`config.mk`:
```
export PLATFORM = sky130hd
export DESIGN_NAME = sts_sample_timer
export DESIGN_NICKNAME = d
export VERILOG_FILES = /design/src/rtl/sts_pkg.sv /design/src/rtl/sts_cfg_regs.sv /design/src/rtl/sts_prediv.sv /design/src/rtl/sts_period.sv /design/src/rtl/sts_sample_timer.sv
export SDC_FILE = /design/constraint.sdc
export NUM_CORES = 1
export LEC_CHECK = 0
export ABC_AREA = 1
export BUFFER_PORTS_ARGS = -buffer_cell sky130_fd_sc_hd__buf_4
export CAP_MARGIN = 30
export CORE_MARGIN = 10
export CORE_UTILIZATION = 40
export DETAILED_ROUTE_END_ITERATION = 12
export PLACE_DENSITY_LB_ADDON = 0.2
export SKIP_CTS_REPAIR_TIMING = 1
export SYNTH_ARGS = -nofsm -noshare
export SYNTH_HDL_FRONTEND = slang
export SYNTH_SLANG_ARGS = --single-unit
```
`constraint.sdc`:
```
create_clock -name clk -period 2.61 [get_ports clk]
set_input_delay 0.1305 -clock clk [delete_from_list [all_inputs] [get_ports clk]]
set_output_delay 0.1305 -clock clk [all_outputs]
set_load 0.02 [all_outputs]
```
`src/rtl/sts_pkg.sv`:
```
package sts_pkg;

  localparam int TMR_CODE_HI = 31;
  localparam int TMR_CODE_LO = 29;
  localparam int CODE_W      = TMR_CODE_HI - TMR_CODE_LO + 1;
  localparam int GCFG_EN     = 0;
  localparam int GCFG_PWRDN  = 1;
  localparam int GCFG_CLKDN  = 31;
  localparam int PRE_W       = 7;  // holds a divide of up to 128
  localparam int MAX_SHIFT   = 5;  // 4 << 5 = 128
  localparam int SLOTS_PER_UNIT = 6;

  typedef struct packed {
    logic clk_down;
    logic pwr_down;
    logic enable;
  } gate_cfg_t;

  localparam gate_cfg_t GATE_RESET = '{clk_down: 1'b1, pwr_down: 1'b1, enable: 1'b0};

  // divide minus one for a pre-divider code; codes above 5 saturate at 128
  function automatic logic [PRE_W-1:0] pre_limit(input logic [CODE_W-1:0] code);
    logic [CODE_W-1:0] sh;
    logic [PRE_W:0]    dv;
    sh = (code > CODE_W'(MAX_SHIFT)) ? CODE_W'(MAX_SHIFT) : code;
    dv = (PRE_W+1)'(4) << sh;
    return PRE_W'(dv - (PRE_W+1)'(1));
  endfunction

endpackage

```
`src/rtl/sts_cfg_regs.sv`:
```
module sts_cfg_regs
  import sts_pkg::*;
#(
  parameter int DATA_W = 32,
  parameter int UNIT_W = 8,
  parameter int NCH    = 4
) (
  input  logic              clk,
  input  logic              rst_n,
  input  logic [NCH-1:0]    chan_en,
  input  logic              tmr_wr,
  input  logic [DATA_W-1:0] tmr_wdata,
  input  logic              gcfg_wr,
  input  logic [DATA_W-1:0] gcfg_wdata,
  output logic [CODE_W-1:0] pdiv_code,
  output logic [UNIT_W-1:0] unit,
  output logic              run,
  output logic              restart
);

  gate_cfg_t         gate_q, gate_d;
  logic [CODE_W-1:0] code_d;
  logic [UNIT_W-1:0] unit_d;
  logic              tmr_take;

  logic unused_tmr_bits;
  logic unused_gcfg_bits;
  assign unused_tmr_bits  = ^tmr_wdata[TMR_CODE_LO-1:UNIT_W];
  assign unused_gcfg_bits = ^gcfg_wdata[GCFG_CLKDN-1:GCFG_PWRDN+1];

  // timer word is accepted only while every channel is idle
  assign tmr_take = tmr_wr & ~(|chan_en);

  always_comb begin
    code_d = pdiv_code;
    unit_d = unit;
    if (tmr_take) begin
      code_d = tmr_wdata[TMR_CODE_HI:TMR_CODE_LO];
      unit_d = tmr_wdata[UNIT_W-1:0];
    end
  end

  always_comb begin
    gate_d = gate_q;
    if (gcfg_wr) begin
      gate_d.clk_down = gcfg_wdata[GCFG_CLKDN];
      gate_d.pwr_down = gcfg_wdata[GCFG_PWRDN];
      gate_d.enable   = gcfg_wdata[GCFG_EN];
    end
  end

  always_ff @(posedge clk or negedge rst_n) begin
    if (!rst_n) begin
      pdiv_code <= '0;
      unit      <= '0;
    end else if (tmr_take) begin
      pdiv_code <= code_d;
      unit      <= unit_d;
    end
  end

  always_ff @(posedge clk or negedge rst_n) begin
    if (!rst_n) begin
      gate_q <= GATE_RESET;
    end else if (gcfg_wr) begin
      gate_q <= gate_d;
    end
  end

  assign run     = gate_q.enable & ~gate_q.pwr_down & ~gate_q.clk_down;
  assign restart = tmr_take;

endmodule

```
`src/rtl/sts_prediv.sv`:
```
module sts_prediv
  import sts_pkg::*;
(
  input  logic              clk,
  input  logic              rst_n,
  input  logic              run,
  input  logic              restart,
  input  logic [CODE_W-1:0] pdiv_code,
  output logic              tick
);

  logic [PRE_W-1:0] cnt_q, cnt_d;
  logic [PRE_W-1:0] limit;
  logic             cnt_en;

  assign limit  = pre_limit(pdiv_code);
  assign tick   = run & (cnt_q == limit);
  assign cnt_en = run | restart;

  always_comb begin
    cnt_d = cnt_q;
    if (restart)   cnt_d = '0;
    else if (tick) cnt_d = '0;
    else if (run)  cnt_d = cnt_q + PRE_W'(1);
  end

  always_ff @(posedge clk or negedge rst_n) begin
    if (!rst_n)      cnt_q <= '0;
    else if (cnt_en) cnt_q <= cnt_d;
  end

endmodule

```
`src/rtl/sts_period.sv`:
```
module sts_period
  import sts_pkg::*;
#(
  parameter int UNIT_W = 8
) (
  input  logic              clk,
  input  logic              rst_n,
  input  logic              tick,
  input  logic              restart,
  input  logic [UNIT_W-1:0] unit,
  output logic              strobe
);

  localparam int CNT_W = UNIT_W + 3;

  logic [CNT_W-1:0] cnt_q, cnt_d;
  logic [CNT_W-1:0] last;
  logic             cnt_en;

  assign last   = (CNT_W'(unit) + CNT_W'(1)) * CNT_W'(SLOTS_PER_UNIT) - CNT_W'(1);
  assign strobe = tick & (cnt_q == last);
  assign cnt_en = tick | restart;

  always_comb begin
    cnt_d = cnt_q;
    if (restart)     cnt_d = '0;
    else if (strobe) cnt_d = '0;
    else if (tick)   cnt_d = cnt_q + CNT_W'(1);
  end

  always_ff @(posedge clk or negedge rst_n) begin
    if (!rst_n)      cnt_q <= '0;
    else if (cnt_en) cnt_q <= cnt_d;
  end

endmodule

```
`src/rtl/sts_sample_timer.sv`:
```
module sts_sample_timer
  import sts_pkg::*;
#(
  parameter int UNIT_W = 8,
  parameter int NCH    = 4
) (
  input  logic           clk,
  input  logic           rst_n,
  input  logic [NCH-1:0] chan_en,
  input  logic           tmr_wr,
  input  logic [31:0]    tmr_wdata,
  input  logic           gcfg_wr,
  input  logic [31:0]    gcfg_wdata,
  output logic           core_tick,
  output logic           sample_strobe
);

  logic [CODE_W-1:0] pdiv_code;
  logic [UNIT_W-1:0] unit;
  logic              run;
  logic              restart;

  sts_cfg_regs #(.DATA_W(32), .UNIT_W(UNIT_W), .NCH(NCH)) u_regs (
    .clk        (clk),
    .rst_n      (rst_n),
    .chan_en    (chan_en),
    .tmr_wr     (tmr_wr),
    .tmr_wdata  (tmr_wdata),
    .gcfg_wr    (gcfg_wr),
    .gcfg_wdata (gcfg_wdata),
    .pdiv_code  (pdiv_code),
    .unit       (unit),
    .run        (run),
    .restart    (restart)
  );

  sts_prediv u_prediv (
    .clk       (clk),
    .rst_n     (rst_n),
    .run       (run),
    .restart   (restart),
    .pdiv_code (pdiv_code),
    .tick      (core_tick)
  );

  sts_period #(.UNIT_W(UNIT_W)) u_period (
    .clk     (clk),
    .rst_n   (rst_n),
    .tick    (core_tick),
    .restart (restart),
    .unit    (unit),
    .strobe  (sample_strobe)
  );

endmodule

```
==> metrics.txt <==
status=complete, but fails checks; failing checks=setup timing; most frequent cells after synthesis=129 x nand2_1, 55 x nand3_1, 54 x inv_1, 30 x dfrtp_1, 27 x nor2_1; Post-Synth Adder-Cell Area=0.06290; Period minus WS final=between 3 and 4 ns; relative slew slack=0.7147; post-route setup slack=-0.5101 ns; Pwr Density=slightly above 800 mW/mm²; antenna-violating nets left=0; clock latency on the worst-skew pair=roughly 0.29 ns; io pins=74; global-route usage over all layers=0.1345; critical path, cell by cell=ha_4 > nand3_4 > nor3_4 > xor2_1 > inv_2 > ha_4 > nand2_2 > nor2_1 > nand2_1 > buf_6 > nand4_1 > nand2_2 > nand3_2 > nand3_2 > nand2_1 > buf_4 > nand4_1 > nor2_2 > buf_6; Layout Cells excl Fill=544; final hold violations=0; starting density of the core=0.4188; hpwl dp=a little under 5 mm; Worst setup EP type=primary output; H-tree Lvls=2; Tcrit/Tclk final=1.195; Worst Hold Class=in2reg; routability cong.=between 0.8 and 0.9; largest net degree at the start of global routing=33; total congestion overflow=0; die footprint=around 0.010 mm²; Hold Crit Depth=3; synthesis-stage register bit count=32; DR WL/cell=approximately 12 µm; Worst Path Arrival=between 2 and 3 ns; first-pass GRT wire length=between 10 and 15 mm; CTS sink cnt=32; startpoint types=flop; Synth Net Count=slightly below 500; met1 Use GR=0.1655; largest vdd supply drop=around 350 µV; DR vias/cell=4.939; cell accounting for the most synthesized area=dfrtp_1; XOR/XNOR share of the synthesized area=0.07123; Synth Area in Compound Gates=0.05134; fmax=roughly 320 MHz; DR vias=approximately 2700; r2r worst-path depth=14; initial antenna violation count=0; Hold EP=u_regs.unit[2]; grt met2 use=0.2281; PortBufs=23; Tot Pwr=2.837 mW; critical path required time=about 2.5 ns; DR iter-0 viols=91; Slew @ Worst Pin=0.4247 ns; crit-path max cell delay=0.41 ns; Die Wd=slightly above 100 µm; pre-CTS setup slack=-0.2400 ns; post-synthesis cell type count=32; Syn Area/Cell=roughly 6.6 µm²; Clk pin slew, worst setup/hold paths=0.07 ns; share of layout cells above drive strength 1=0.2591; Clock Path Buffers=2; Mapped Cells=about 410; met3 Use GR=0.02632; Pre-antenna DRT Iters=5; synth top area cells=dfrtp_1 28%, nand2_1 18%, nand3_1 10%; Setup TNS=-2.672 ns; core area=roughly 0.0065 mm²; critical path peak fanout=4; asr flop ratio synth=1.000; slowest CP cell=dfrtp_2; fin area=approximately 0.0035 mm²; synthesized cell area=0.002705 mm²; sequential area share after synthesis=0.2969; fin. max-slew vios=0; FF-to-FF End=u_period.cnt_q[3]; r2r setup slk=-0.24 ns; mux share of post-synthesis cell area=0.008326; post-synth top area share=0.2775; Yosys warnings=0; largest family of logic cells by synthesized area=simple AND/OR/NAND/NOR gates; area growth from synthesis to layout=30.06%; Placement Cell Area=0.003269 mm²; Root Buffer=clkbuf_8; Hold Path Origin=tmr_wdata[2]; Nets=about 550; leakage=1.757 nW; Min Hold Slack=just over 0.04 ns; Crit Path Category=reg2out; Critical Path Start=u_regs.unit[0]; Clock Skew=0.01166 ns; CTS tree=done; cell row count=29; fin util=0.5448; RSZ-0062 raised after global routing=true; Post-Synth Simple-Gate Area=0.4177; Max-Cap Viols=0; top_reg_cell synth=dfrtp_1; R2R Path Start=u_regs.unit[1]; routed wire length=between 6 and 7 mm; Inst Count DP=533; most used routing layer=met2; cell with the most instances after synthesis=nand2_1; die span in y=~100 µm; Post-synth EDFFs=0; Final setup viols=11; number of global-route vias before repair=between 2000 and 3000; CTS Buf Count=5; Residual DRC=0; # diodes=0
## cell type report
class / instances / area, µm²
clock inverter: 1 / 30.03
timing repair buffer: 57 / 441.7
sequential: 32 / 805.8
inverter: 58 / 217.7
tap: 77 / 96.34
fill: 635 / 2940
clock buffer: 7 / 96.34
multi-input combinational: 312 / 1831
## kinds of logic after synthesis
group / after synthesis
AOI/OAI and AO/OA: 27
xor gates and xnor gates: 22
adders and majority gates: 13
buffers and inverters: 64
DFF: 32
muxes: 2
and+or+nand+nor: 247
## how the worst max path moves through the flow
stage,to,slack [ns]
after floorplan,u_period.cnt_q[1],0.00006
after global placement,u_period.cnt_q[8],-0.18
after detailed placement,u_period.cnt_q[3],-0.24
after CTS,sample_strobe,-0.52
after global routing,sample_strobe,-0.77
final,sample_strobe,-0.51
## layout by cell type, fill, tap and decap left out, drive strengths merged
cell	n
nand2	132
nand3	62
inv	57
buf	56
nor2	34
dfrtp	30
o21ai	14
xor2	13
a21oi	13
ha	12
xnor2	9
nand4	7
clkbuf	7
nor3	5
nand3b	3
mux2	2
nor3b	2
dfstp	2
and2	2
and3	1
clkinv	1
fa	1
bufinv	1
dlygate4sd3	1
## state kept, by name, summed over array words and instances (netlist names)
signal,count
u_regs.pdiv_code,3
u_regs.gate_q,3
u_regs.unit,8
u_period.cnt_q,11
u_prediv.cnt_q,7
## power breakdown
| group | switching, mW | internal [mW] | total, mW |
|---|---|---|---|
| Clock | 0.197 | 0.337 | 0.534 |
| Sequential | 0.0887 | 0.583 | 0.672 |
| Combinational | 0.900 | 0.731 | 1.63 |
| Total | 1.19 | 1.65 | 2.84 |
## layer usage
metal  wire length (µm)  share of wire
met1               3056           0.47
met3                151          0.023
met2               3127           0.49
met4                 99          0.015
met5                  0              0
## worst max-delay path, delay by kind of cell (launching register included)
| kind | cells | cell delay (ns) |
|---|---|---|
| xor gates and xnor gates | 1 | 0.19 |
| DFF | 1 | 0.41 |
| adders and majority gates | 2 | 0.47 |
| buffers and inverters | 4 | 0.45 |
| and+or+nand+nor | 12 | 1.20 |
Power figures use the tool's default switching activity.
